File: src/rtl/irqv_pkg.sv
package irqv_pkg;
   typedef enum logic [2:0] {
      STEP_IDLE,
      STEP_CLR,
      STEP_DEC,
      STEP_WR,
      STEP_WAIT,
      STEP_JUMP
   } step_e;

   function automatic int nsel_width(input int nibbles);
      return (nibbles > 1) ? $clog2(nibbles) : 1;
   endfunction
endpackage

File: src/rtl/irqv_prio_enc.sv
module irqv_prio_enc #(
   parameter int N_SRC       = 5,
   parameter bit HIGH_AT_LSB = 1'b1,
   localparam int IDX_W      = (N_SRC > 1) ? $clog2(N_SRC) : 1
) (
   input  logic [N_SRC-1:0] req,
   output logic             any,
   output logic [IDX_W-1:0] idx
);
   assign any = |req;

   generate
      if (HIGH_AT_LSB) begin : g_lsb_first
         always_comb begin
            idx = '0;
            for (int i = N_SRC - 1; i >= 0; i--) begin
               if (req[i]) idx = IDX_W'(i);
            end
         end
      end else begin : g_msb_first
         always_comb begin
            idx = '0;
            for (int i = 0; i < N_SRC; i++) begin
               if (req[i]) idx = IDX_W'(i);
            end
         end
      end
   endgenerate
endmodule

File: src/rtl/irqv_seq.sv
module irqv_seq
   import irqv_pkg::*;
#(
   parameter int ENTRY_CYCLES = 12,
   parameter int NIBBLES      = 3,
   localparam int CNT_W       = $clog2(ENTRY_CYCLES),
   localparam int NSEL_W      = nsel_width(NIBBLES),
   localparam int LAST        = ENTRY_CYCLES - 1
) (
   input  logic              clk,
   input  logic              rst_n,
   input  logic              start,
   output logic              busy,
   output step_e             step,
   output logic [NSEL_W-1:0] nib_sel
);
   logic [CNT_W-1:0] cnt_q;
   logic             busy_q;

   always_ff @(posedge clk) begin
      if (!rst_n) begin
         busy_q <= 1'b0;
         cnt_q  <= '0;
      end else if (busy_q) begin
         if (cnt_q == CNT_W'(LAST)) begin
            busy_q <= 1'b0;
            cnt_q  <= '0;
         end else begin
            cnt_q <= cnt_q + 1'b1;
         end
      end else if (start) begin
         busy_q <= 1'b1;
         cnt_q  <= '0;
      end
   end

   assign busy = busy_q;

   always_comb begin
      step    = STEP_IDLE;
      nib_sel = '0;
      if (busy_q) begin
         step = STEP_WAIT;
         if (cnt_q == '0) step = STEP_CLR;
         for (int i = 0; i < NIBBLES; i++) begin
            if (cnt_q == CNT_W'(3 * i + 1)) step = STEP_DEC;
            if (cnt_q == CNT_W'(3 * i + 2)) begin
               step    = STEP_WR;
               nib_sel = NSEL_W'(i);
            end
         end
         if (cnt_q == CNT_W'(LAST)) step = STEP_JUMP;
      end
   end
endmodule

File: src/rtl/irqv_push.sv
module irqv_push
   import irqv_pkg::*;
#(
   parameter int PC_W    = 12,
   parameter int NIB_W   = 4,
   parameter int SP_W    = 8,
   localparam int NIBBLES = PC_W / NIB_W,
   localparam int NSEL_W  = nsel_width(NIBBLES)
) (
   input  logic              wr,
   input  logic [NSEL_W-1:0] nib_sel,
   input  logic [PC_W-1:0]   pc_cap,
   input  logic [SP_W-1:0]   sp_cap,
   output logic [SP_W-1:0]   addr,
   output logic [NIB_W-1:0]  data
);
   logic [NIB_W-1:0] nib_mux;

   always_comb begin
      nib_mux = '0;
      for (int i = 0; i < NIBBLES; i++) begin
         if (nib_sel == NSEL_W'(i)) nib_mux = pc_cap[PC_W-1-i*NIB_W -: NIB_W];
      end
   end

   assign addr = wr ? (sp_cap - SP_W'(nib_sel) - SP_W'(1)) : '0;
   assign data = wr ? nib_mux : '0;
endmodule

File: src/rtl/irq_vector_unit.sv
module irq_vector_unit
   import irqv_pkg::*;
#(
   parameter int N_SRC        = 5,
   parameter int PC_W         = 12,
   parameter int NIB_W        = 4,
   parameter int SP_W         = 8,
   parameter int ENTRY_CYCLES = 12,
   parameter int VEC_BASE     = 'h100,
   parameter int VEC_FIRST    = 2,
   parameter int VEC_STEP     = 2,
   parameter bit HIGH_AT_LSB  = 1'b1
) (
   input  logic              clk,
   input  logic              rst_n,
   input  logic [N_SRC-1:0]  req_i,
   input  logic              ien_i,
   input  logic              instr_done_i,
   input  logic [PC_W-1:0]   pc_i,
   input  logic [SP_W-1:0]   sp_i,
   output logic              busy_o,
   output logic              ien_clr_o,
   output logic              sp_dec_o,
   output logic              mem_we_o,
   output logic [SP_W-1:0]   mem_addr_o,
   output logic [NIB_W-1:0]  mem_wdata_o,
   output logic              pc_load_o,
   output logic [PC_W-1:0]   pc_new_o,
   output logic [N_SRC-1:0]  ack_o
);
   localparam int NIBBLES = PC_W / NIB_W;
   localparam int NSEL_W  = nsel_width(NIBBLES);
   localparam int IDX_W   = (N_SRC > 1) ? $clog2(N_SRC) : 1;
   localparam int VEC_TOP = VEC_FIRST + (N_SRC - 1) * VEC_STEP;

   generate
      if (PC_W % NIB_W != 0) begin : g_bad_nib
         $error("PC_W must be a multiple of NIB_W");
      end
      if (ENTRY_CYCLES < 3 * NIBBLES + 1) begin : g_bad_len
         $error("ENTRY_CYCLES too short for the push sequence");
      end
      if (VEC_TOP >= (1 << NIB_W)) begin : g_bad_vec
         $error("vector offsets do not fit in the low nibble");
      end
      if ((VEC_BASE % (1 << NIB_W)) != 0) begin : g_bad_base
         $error("VEC_BASE must have a zero low nibble");
      end
   endgenerate

   logic              any_req;
   logic [IDX_W-1:0]  win_idx;
   logic              start;
   logic              busy;
   step_e             step;
   logic [NSEL_W-1:0] nib_sel;
   logic [IDX_W-1:0]  win_q;
   logic [PC_W-1:0]   pc_q;
   logic [SP_W-1:0]   sp_q;
   logic [NIB_W-1:0]  vec_low;

   irqv_prio_enc #(
      .N_SRC       (N_SRC),
      .HIGH_AT_LSB (HIGH_AT_LSB)
   ) u_enc (
      .req (req_i),
      .any (any_req),
      .idx (win_idx)
   );

   assign start = !busy && instr_done_i && ien_i && any_req;

   irqv_seq #(
      .ENTRY_CYCLES (ENTRY_CYCLES),
      .NIBBLES      (NIBBLES)
   ) u_seq (
      .clk     (clk),
      .rst_n   (rst_n),
      .start   (start),
      .busy    (busy),
      .step    (step),
      .nib_sel (nib_sel)
   );

   always_ff @(posedge clk) begin
      if (!rst_n) begin
         win_q <= '0;
         pc_q  <= '0;
         sp_q  <= '0;
      end else if (start) begin
         win_q <= win_idx;
         pc_q  <= pc_i;
         sp_q  <= sp_i;
      end
   end

   irqv_push #(
      .PC_W  (PC_W),
      .NIB_W (NIB_W),
      .SP_W  (SP_W)
   ) u_push (
      .wr      (mem_we_o),
      .nib_sel (nib_sel),
      .pc_cap  (pc_q),
      .sp_cap  (sp_q),
      .addr    (mem_addr_o),
      .data    (mem_wdata_o)
   );

   assign vec_low   = NIB_W'(VEC_FIRST + VEC_STEP * int'(win_q));
   assign busy_o    = busy;
   assign ien_clr_o = (step == STEP_CLR);
   assign sp_dec_o  = (step == STEP_DEC);
   assign mem_we_o  = (step == STEP_WR);
   assign pc_load_o = (step == STEP_JUMP);
   assign pc_new_o  = pc_load_o ? (PC_W'(VEC_BASE) | PC_W'(vec_low)) : '0;

   generate
      for (genvar g = 0; g < N_SRC; g++) begin : g_ack
         assign ack_o[g] = pc_load_o && (win_q == IDX_W'(g));
      end
   endgenerate
endmodule

File: config.mk
export PLATFORM = sky130hd
export DESIGN_NAME = irq_vector_unit
export DESIGN_NICKNAME = d
export VERILOG_FILES = /design/src/rtl/irqv_pkg.sv /design/src/rtl/irqv_prio_enc.sv /design/src/rtl/irqv_seq.sv /design/src/rtl/irqv_push.sv /design/src/rtl/irq_vector_unit.sv
export SDC_FILE = /design/constraint.sdc
export NUM_CORES = 1
export LEC_CHECK = 0
export BUFFER_PORTS_ARGS = -buffer_cell sky130_fd_sc_hd__buf_4
export CAP_MARGIN = 20
export CORE_MARGIN = 2
export CORE_UTILIZATION = 50
export CTS_BUF_LIST = sky130_fd_sc_hd__clkbuf_8 sky130_fd_sc_hd__clkbuf_16
export CTS_CLUSTER_SIZE = 28
export DETAILED_ROUTE_END_ITERATION = 7
export GPL_ROUTABILITY_DRIVEN = 1
export GPL_TIMING_DRIVEN = 0
export PLACE_DENSITY = 0.81
export SLEW_MARGIN = 10
export SYNTH_ARGS = -nofsm -noshare
export SYNTH_HDL_FRONTEND = slang
export SYNTH_SLANG_ARGS = --single-unit
File: constraint.sdc
create_clock -name clk -period 6 [get_ports clk]
set_input_delay 0.6 -clock clk [delete_from_list [all_inputs] [get_ports clk]]
set_output_delay 0.6 -clock clk [all_outputs]
set_load 0.05 [all_outputs]
==> flow_metrics.env, run 1 <==
export IMPL_status="completed"
export IMPL_diodes=0
export IMPL_start_util_pct=51.8
export IMPL_yosys_register_bits=28
export IMPL_fin_skew_ns=0.00323
export IMPL_critPathKind="reg2out"
export IMPL_path_delay_family="simple AND/OR/NAND/NOR gates"
export IMPL_path_buf_inv=3
export IMPL_synth_edf_count=0
export IMPL_cts_sinks=28
export IMPL_power_mw=0.447
export IMPL_worst_path_max_delay_cell="or4_1"
export IMPL_netlist_top_cells_area="dfxtp_1 30%, mux2i_1 12%, nand2_1 8.8%"
export IMPL_slew_violations=0
export IMPL_fin_crit_sh_pct=60.8
export IMPL_clk_pin_slew_ns=0.10
export IMPL_cts_resized=0
export IMPL_postSynthCellCount=229
export IMPL_drt_initial_drc_count=84
export IMPL_wirelength_mm=4.20
export IMPL_yosysTopAreaCellShare_pct=29.8
export IMPL_worstHoldStart="pc_q[3]$_SDFFE_PN0P_"
export IMPL_cts_tree="done"
export IMPL_vdd_drop_max_mv=0.134
export IMPL_tns_ns=0
export IMPL_grt_max_degree=17
export IMPL_relSlewSlack_pct=64.6
export IMPL_worstMarginPinSlew_ns=0.530
export IMPL_core_um2=3630
export IMPL_nNetsFinal=336
export IMPL_dieWidth_um=65.4
export IMPL_ctsHtreeMaxLevel=1
export IMPL_startpoint="u_seq.busy$_SDFF_PN0_"
export IMPL_fmax_mhz=274
export IMPL_clk_latency_ns=0.27
export IMPL_grt_util_all_layers_pct=20.4
export IMPL_total_leakage_power_nw=1.10
export IMPL_period_minus_slack_ns=3.65
export IMPL_timing_rr_start="u_seq.cnt_q[0]$_SDFFE_PN0P_"
export IMPL_overflow=0
export IMPL_num_rows=22
export IMPL_ys_dominant_reg_cell="dfxtp_1"
export IMPL_syn_to_final_growth_pct=29.9
export IMPL_place_gp_congestion=0.801
export IMPL_required_ns=5.40
export IMPL_clk_path_buf_depth=2
export IMPL_yosysWarnings=0
export IMPL_hold_viol=0
export IMPL_worstPathArrival_ns=3.05
export IMPL_hold_class="reg2reg"
export IMPL_die_area_um2=4270
export IMPL_numCtsBuffers=3
export IMPL_ios=63
export IMPL_synth_area_um2=1880
export IMPL_cts_root_buf="clkbuf_8"
export IMPL_crit_path_max_fanout=10
export IMPL_cts_hold_buf=0
export IMPL_die_h_um=65.4
export IMPL_avgSynthCellArea_um2=8.22
export IMPL_maxCapViolCount=0
export IMPL_port_buffers=54
export IMPL_avgRoutedWirePerCell_um=12.3
export IMPL_grt_pass1_wl_mm=6.92
export IMPL_viasPerCell=5.12
export IMPL_cts_setup_buffers=0
export IMPL_antenna_found_initial=0
export IMPL_grt_pass1_vias=1541
export IMPL_endpoint_kind="output pin"
export IMPL_powerDensity_nw_per_um2=183
export IMPL_synth_seq_area_share_pct=29.8
export IMPL_vias=1752
export IMPL_synth_async_reset_ratio_pct=0
export IMPL_synthDistinctLibCells=44
export IMPL_drtPass1Iterations=4
export IMPL_critPathLaunchType="flip-flop"
export IMPL_yosys_area_top_type="dfxtp_1"
export IMPL_hpwlAfterDp_mm=3.34
export IMPL_max_stage_delay_ns=0.47
export IMPL_drc=0
export IMPL_cp_cell_sequence="clkbuf_1 -> and4b_1 -> inv_1 -> ha_1 -> a21o_1 -> or4_1 -> a211oi_1 -> buf_4"
export IMPL_drive_above_1_share_pct=26.2
export IMPL_setup_violations_final=0
export IMPL_ant_nets=0
export IMPL_rsz0062_at_grt="false"
-- layout by cell type (no fill, tap or decap), drive strengths merged, types with 3 or more instances in the layout --
cell	n
buf	67
nand2	44
dfxtp	28
mux2i	23
inv	16
clkbuf	12
ha	11
a211oi	9
conb	8
nand3	7
o21ai	7
nor2	6
nor3	6
and2	6
a22oi	4
nor2b	4
nand4b	3
xnor2	3
or3	3
or4	3
-- cells by family (layout without fill, tap and decap cells) --
kind of cell | count (synthesis) | after routing | synth area share, %
other | 1 | 8 | 0.199
AO/OA/AOI/OAI | 34 | 34 | 13.2
multiplexers | 24 | 24 | 12.8
buffers and inverters | 38 | 96 | 10.6
XOR/XNOR | 3 | 3 | 1.40
adder cells (fa/ha/maj) | 12 | 12 | 8.38
flip-flops | 28 | 28 | 29.8
AND/OR/NAND/NOR | 89 | 89 | 23.6
-- synth_stat cells (all sizes together), types with 2 or more instances --
master  count
nand4b      3
a21o        2
nand3       7
inv        16
xnor2       3
or4         3
a211oi      9
or3         3
o21ai       7
a21oi       2
clkbuf      9
and2        6
o31ai       2
o32ai       2
ha         11
nor2b       4
nand2      44
mux2i      23
nor2        6
buf        13
a22oi       4
nor3b       2
nor3        6
dfxtp      28
-- cell type report --
type	instances	area, µm²
Multi-Input combinational cell	170	1150
Buffer	22	140
Clock inverter	1	30.0
Inverter	16	60.1
Sequential cell	28	561
Fill cell	345	1190
Tap cell	48	60.1
Timing Repair Buffer	54	405
Clock buffer	3	41.3
-- power breakdown --
group,total [mW],switching [mW],internal [mW]
registers,0.202,0.00714,0.195
logic,0.0970,0.0540,0.0430
clock network,0.148,0.0589,0.0893
-- final timing paths --
check	end	slack (ns)	cells after the start
worst max-delay path	mem_addr_o[7]	2.35	8
worst max register to register	u_seq.busy$_SDFF_PN0_	4.10	5
worst min-delay path	pc_q[3]$_SDFFE_PN0P_	0.47	2
worst min register to register	pc_q[3]$_SDFFE_PN0P_	0.47	2
-- routing by layer --
metal | track usage [%] | share of wire (%)
met1 | 27.2 | 46
met2 | 35.5 | 47
met3 | 2.74 | 6.1
met4 | 3.91 | 0.90
met5 | 0 | 0
-- worst reg2reg max path: cells and delay by family (launching register included) --
kind	cells	cell delay, ns
AO/OA/AOI/OAI	2	0.49
adder cells (fa/ha/maj)	1	0.30
buffers and inverters	2	0.53
flip-flops	1	0.45
-- metrics by stage --
step	area, µm²	util, %	std cells	setup WS (ns)	hold WS, ns
2_1_floorplan	1910	-	236	2.01	0.434
3_5_place_dp	2370	65.3	338	2.70	0.447
5_1_grt	2440	67.3	342	2.17	0.481
6_report	2440	67.3	342	2.35	0.469
3_3_place_gp	2370	65.3	338	2.73	0.443
4_1_cts	2440	67.3	342	2.39	0.465
-- flip-flops by register name (all words and copies together), names as in the netlist --
register	flops
pc_q	12
sp_q	8
u_seq.cnt_q	4
win_q	3
u_seq.busy	1
Note: power is estimated with default switching activity, not from simulation.
==> run 2: changes to the inputs <==
- ABC_AREA: default -> 1
- CORE_UTILIZATION: 50 -> 45
- PLACE_DENSITY: 0.81 -> 0.78
- clock period: 6 -> 3 ns (I/O delays scaled with it)
==> run 2 against run 1 <==
Compared with the run above:
- design area down 2.2%
- register-to-register slack worse by 2.6 ns
- routed wire length down 2.0%
- combinational power up 150%
- synthesized area down 5.4%
- clock power up 97%
- sequential share of layout area up 0.62 points
- critical path type unchanged
- critical endpoint is now mem_addr_o[6]
==> flow_metrics.env, run 2 <==
export IMPL_die_area_um2=4480
export IMPL_postSynthCellCount=258
export IMPL_dieWidth_um=66.9
export IMPL_yosysTopAreaCellShare_pct=31.5
export IMPL_rsz0062_at_grt="false"
export IMPL_ys_dominant_reg_cell="dfxtp_1"
export IMPL_synth_area_um2=1780
export IMPL_synth_edf_count=0
export IMPL_dpl_cell_area_um2=2270
export IMPL_crit_path_max_fanout=7
export IMPL_ios=63
export IMPL_worstHoldStart="req_i[4]"
export IMPL_regMostFlops="pc_q"
export IMPL_vdd_drop_max_mv=0.261
export IMPL_final_cell_mix="63 x buf_4, 39 x nor2_1, 38 x inv_1, 35 x nand2_1, 30 x a21oi_1"
export IMPL_fin_area_um2=2390
export IMPL_worst_path_max_delay_cell="fa_1"
export IMPL_ant_nets=0
export IMPL_cts_hold_buf=0
export IMPL_antenna_found_initial=0
export IMPL_timing_rr_start="u_seq.busy$_SDFF_PN0_"
export IMPL_synth_async_reset_ratio_pct=0
export IMPL_yosys_area_top_type="dfxtp_1"
export IMPL_grt_pass1_wl_mm=6.60
export IMPL_slew_violations=0
export IMPL_hpwlAfterDp_mm=3.18
export IMPL_numCtsBuffers=3
export IMPL_status="completed"
export IMPL_core_um2=3740
export IMPL_drc=0
export IMPL_yosys_register_bits=28
export IMPL_endpoint_kind="output pin"
export IMPL_avgSynthCellArea_um2=6.90
export IMPL_pwr_share_comb_pct=25.5
export IMPL_drt_initial_drc_count=96
export IMPL_critPathLaunchType="flip-flop"
export IMPL_max_stage_delay_ns=0.43
export IMPL_final_common_cell="buf_4"
export IMPL_hold_viol=0
export IMPL_avgRoutedWirePerCell_um=11.1
export IMPL_cp_cell_sequence="inv_1 -> ha_1 -> nand3_2 -> ha_1 -> inv_1 -> fa_1 -> nand2_1 -> nor3_1 -> xor2_1 -> nor2_1 -> buf_4"
export IMPL_p_seq_share_pct=43.5
export IMPL_nNetsFinal=365
export IMPL_yosysWarnings=0
export IMPL_setup_violations_final=0
export IMPL_netlist_top_cells_area="dfxtp_1 31%, a21oi_1 8.4%, inv_1 8.2%"
export IMPL_place_ws_ns=0.240
export IMPL_hold_class="in2reg"
export IMPL_final_setup_worst_slack_ns=0.203
export IMPL_vias=1796
export IMPL_overflow=0
export IMPL_period_minus_slack_ns=2.80
export IMPL_top_regs="pc_q (12), sp_q (8), u_seq.cnt_q (4)"
export IMPL_synthDistinctLibCells=30
export IMPL_p_switching_mw=0.274
export IMPL_synth_common_cells="39 x inv_1, 39 x nor2_1, 35 x nand2_1"
export IMPL_viasPerCell=4.84
export IMPL_power_share_switching_pct=29.2
export IMPL_p_int_mw=0.665
export IMPL_final_util_pct=63.9
export IMPL_cts_tree="done"
export IMPL_fin_crit_sh_pct=93.2
export IMPL_fmax_mhz=358
export IMPL_maxCapViolCount=0
export IMPL_fin_cells=371
export IMPL_startpoint="u_seq.cnt_q[1]$_SDFFE_PN0P_"
export IMPL_clk_pin_slew_ns=0.09
export IMPL_syn_to_final_growth_pct=34.3
export IMPL_grt_max_degree=17
export IMPL_worstPathArrival_ns=2.50
export IMPL_place_gp_congestion=0.868
export IMPL_clk_path_buf_depth=2
export IMPL_grt_util_all_layers_pct=18.5
export IMPL_start_util_pct=47.6
export IMPL_num_rows=22
export IMPL_critPathKind="reg2out"
export IMPL_die_h_um=66.9
export IMPL_drive_above_1_share_pct=27.6
export IMPL_required_ns=2.70
export IMPL_num_fill_cells=353
export IMPL_ctsHtreeMaxLevel=1
export IMPL_total_leakage_power_nw=1.16
export IMPL_largest_reg_flops=12
export IMPL_fin_skew_ns=0.00509
export IMPL_grt_pass1_vias=1610
export IMPL_cts_sinks=28
export IMPL_clk_latency_ns=0.27
export IMPL_port_buffers=54
export IMPL_wirelength_mm=4.12
export IMPL_dp_cells=367
export IMPL_clockPowerShare_pct=31.0
export IMPL_diodes=0
export IMPL_cts_root_buf="clkbuf_8"
export IMPL_powerDensity_nw_per_um2=393
export IMPL_drtPass1Iterations=4
export IMPL_tns_ns=0
export IMPL_synth_seq_area_share_pct=31.5
-- run 2: power groups by stage --
stage | logic (mW) | registers, mW | clock network, mW
detailed placement | 0.232 | 0.415 | 0
CTS | 0.233 | 0.407 | 0.294
finish | 0.239 | 0.408 | 0.292
global placement | 0.227 | 0.414 | 0
global route | 0.266 | 0.411 | 0.311
floorplan | 0.164 | 0.416 | 0
-- run 2: metrics by stage --
step / hold slack [ns] / power [mW]
CTS: 0.295 / 0.934
global placement: 0.438 / 0.641
global route: 0.294 / 0.988
finish: 0.296 / 0.939
detailed placement: 0.446 / 0.647
floorplan: 0.425 / 0.580
-- run 2: final timing paths --
| check | end | slack (ns) | cells after the start |
|---|---|---|---|
| worst min register to register | pc_q[10]$_SDFFE_PN0P_ | 0.46 | 2 |
| worst min-delay path | win_q[2]$_SDFFE_PN0P_ | 0.30 | 3 |
| worst max register to register | pc_q[4]$_SDFFE_PN0P_ | 1.46 | 7 |
| worst max-delay path | mem_addr_o[6] | 0.20 | 11 |
-- run 2: logic make-up (layout without fill, tap and decap cells) --
group	Yosys count	in the layout	share of synthesized area, %
AOI/OAI and AO/OA	59	59	17.6
xor gates and xnor gates	5	5	2.46
adders and majority gates	12	12	8.85
buffers and inverters	56	114	14.5
DFF	28	28	31.5
other	1	8	0.211
and+or+nand+nor	97	97	24.9
-- run 2: worst max-delay path: cells and delay by family, from the launching register on --
kind,cells,cell delay (ns)
adder cells (fa/ha/maj),3,0.89
AND/OR/NAND/NOR,4,0.48
XOR/XNOR,1,0.14
flip-flops,1,0.37
buffers and inverters,3,0.35
-- run 2: layout make-up --
type,instances,area (µm²),area share (%)
Sequential cell,28,563,23.5
Timing Repair Buffer,54,409,17.1
Clock inverter,1,30.0,1.26
Tap cell,48,60.1,2.51
Clock buffer,3,41.3,1.73
Inverter,40,150,6.28
Buffer,16,109,4.55
Multi-Input combinational cell,181,1030,43.0
-- run 2: per-layer routing --
layer	routed length (µm)	GRT usage, %	share of wire [%]
met4	51	5.61	1.2
met5	0	0	0
met1	1810	22.5	44
met3	205	2.53	5.0
met2	2060	33.5	50
-- run 2: timing repair --
item / in CTS / in global routing
cloned: 0 / 0
gates resized for setup: 1 / 10
endpoints found under the setup margin: 1 / 4
pin swaps: 0 / 1
setup buffers: 0 / 0
==> run 3: changes to the inputs <==
- RECOVER_POWER: default -> 25
- SKIP_LAST_GASP: default -> 1
==> run 3 against run 2 <==
Compared with the run above:
- clock power about the same
- cell count did not move
- sequential share of layout area is 0.099 points higher
- worst hold slack lost 0.0017 ns
- core utilization decreased by 0.27 points
- critical endpoint is now mem_addr_o[7]
- highest routed layer unchanged
==> flow_metrics.env, run 3 (synthesis gave the netlist of run 2 again) <==
export IMPL_core_um2=3740
export IMPL_cts_tree="done"
export IMPL_syn_to_final_growth_pct=33.7
export IMPL_tns_ns=0
export IMPL_hpwlAfterDp_mm=3.18
export IMPL_max_stage_delay_ns=0.36
export IMPL_critPathKind="reg2out"
export IMPL_clk_pin_slew_ns=0.10
export IMPL_largest_reg_flops=12
export IMPL_die_area_um2=4480
export IMPL_final_cell_mix="63 x buf_4, 39 x inv_1, 39 x nor2_1, 35 x nand2_1, 30 x a21oi_1"
export IMPL_start_util_pct=47.6
export IMPL_port_buffers=54
export IMPL_cts_root_buf="clkbuf_8"
export IMPL_ant_nets=0
export IMPL_period_minus_slack_ns=2.80
export IMPL_crit_path_max_fanout=8
export IMPL_grt_pass1_wl_mm=6.60
export IMPL_worstPathArrival_ns=2.50
export IMPL_drc=0
export IMPL_grt_max_degree=17
export IMPL_numCtsBuffers=3
export IMPL_cts_sinks=28
export IMPL_num_fill_cells=359
export IMPL_overflow=0
export IMPL_drt_initial_drc_count=84
export IMPL_critPathLaunchType="flip-flop"
export IMPL_place_gp_congestion=0.868
export IMPL_num_rows=22
export IMPL_ctsHtreeMaxLevel=1
export IMPL_slew_violations=0
export IMPL_grt_util_all_layers_pct=18.5
export IMPL_cp_cell_sequence="inv_1 -> ha_2 -> nand3_4 -> inv_2 -> nand2_4 -> ha_1 -> nand2_1 -> nand2_1 -> nor3_4 -> nand3_1 -> nand2_1 -> nand2_1 -> nor2_1 -> buf_6"
export IMPL_clk_latency_ns=0.27
export IMPL_nNetsFinal=365
export IMPL_endpoint_kind="output pin"
export IMPL_final_common_cell="buf_4"
export IMPL_grt_pass1_vias=1610
export IMPL_hold_viol=0
export IMPL_worst_path_max_delay_cell="dfxtp_2"
export IMPL_rsz0062_at_grt="true"
export IMPL_top_regs="pc_q (12), sp_q (8), u_seq.cnt_q (4)"
export IMPL_fin_skew_ns=0.00861
export IMPL_regMostFlops="pc_q"
export IMPL_avgRoutedWirePerCell_um=11.1
export IMPL_hold_slack_ns=0.295
export IMPL_ios=63
export IMPL_drive_above_1_share_pct=27.2
export IMPL_fin_crit_sh_pct=93.2
export IMPL_viasPerCell=4.80
export IMPL_crit_top_cell="nand2_1"
export IMPL_vdd_drop_max_mv=0.264
export IMPL_final_setup_worst_slack_ns=0.205
export IMPL_cts_hold_buf=0
export IMPL_maxCapViolCount=0
export IMPL_total_leakage_power_nw=1.16
export IMPL_required_ns=2.70
export IMPL_status="completed"
export IMPL_powerDensity_nw_per_um2=395
export IMPL_clk_path_buf_depth=2
export IMPL_wirelength_mm=4.11
export IMPL_dieWidth_um=66.9
export IMPL_die_h_um=66.9
export IMPL_setup_violations_final=0
export IMPL_hold_class="in2reg"
export IMPL_diodes=0
export IMPL_cts_setup_buffers=0
export IMPL_drtPass1Iterations=4
export IMPL_vias=1779
export IMPL_antenna_found_initial=0
export IMPL_place_ws_ns=0.240
export IMPL_fmax_mhz=358
==> run 3: changes by cell type in the layout (fill, tap and decap cells not counted) <==
cell / delta
ha_2: +1
ha_4: -1
inv_1: +1
inv_2: -1
==> run 3: routing by layer <==
metal	GRT usage, %	share of wire [%]
met4	5.61	1.2
met3	2.53	4.7
met5	0	0
met1	22.5	45
met2	33.5	49
==> run 3: final timing paths <==
| check | depth (start not counted) | slack, ns | from | endpoint |
|---|---|---|---|---|
| hold reg to reg | 2 | 0.46 | pc_q[10]$_SDFFE_PN0P_ | pc_q[10]$_SDFFE_PN0P_ |
| hold / removal | 3 | 0.29 | pc_i[5] | pc_q[5]$_SDFFE_PN0P_ |
| setup / recovery | 14 | 0.20 | u_seq.cnt_q[0]$_SDFFE_PN0P_ | mem_addr_o[7] |
| setup reg to reg | 7 | 1.44 | u_seq.busy$_SDFF_PN0_ | pc_q[4]$_SDFFE_PN0P_ |
==> run 3: timing repair <==
| item | CTS | global route |
|---|---|---|
| pin swaps | 0 | 1 |
| gates resized for setup | 1 | 9 |
| setup endpoints to repair | 1 | 4 |
| hold endpoints to repair | 0 | 0 |
==> run 3: critical path, delay by kind of cell (launching register included) <==
family / cells / cell delay (ns)
buf+inv: 3 / 0.37
flops: 1 / 0.36
simple gates: 9 / 0.96
fa+ha+maj: 2 / 0.54
==> run 3: power breakdown <==
part / switching, mW / internal, mW
clock: 0.116 / 0.179
sequential: 0.0139 / 0.394
combinational: 0.145 / 0.0910
total: 0.276 / 0.664
==> run 3: per-stage QoR <==
step | utilization (%) | instances | power (mW) | instance area, µm²
CTS | 62.7 | 371 | 0.934 | 2350
global route | 63.6 | 371 | 0.984 | 2380
floorplan | - | 265 | 0.580 | 1810
finish | 63.6 | 371 | 0.939 | 2380
global placement | 60.7 | 367 | 0.641 | 2270
detailed placement | 60.7 | 367 | 0.647 | 2270
==> run 3: final cells by class <==
| class | instances | area, µm² | area share (%) |
|---|---|---|---|
| plain buffers | 16 | 109 | 4.57 |
| clock buffers | 3 | 41.3 | 1.73 |
| clock inverters | 1 | 30.0 | 1.26 |
| inverters | 40 | 150 | 6.31 |
| multi-input cells | 181 | 1020 | 42.8 |
| flip-flops and latches | 28 | 563 | 23.6 |
| well taps | 48 | 60.1 | 2.52 |
| repair buffers | 54 | 409 | 17.2 |
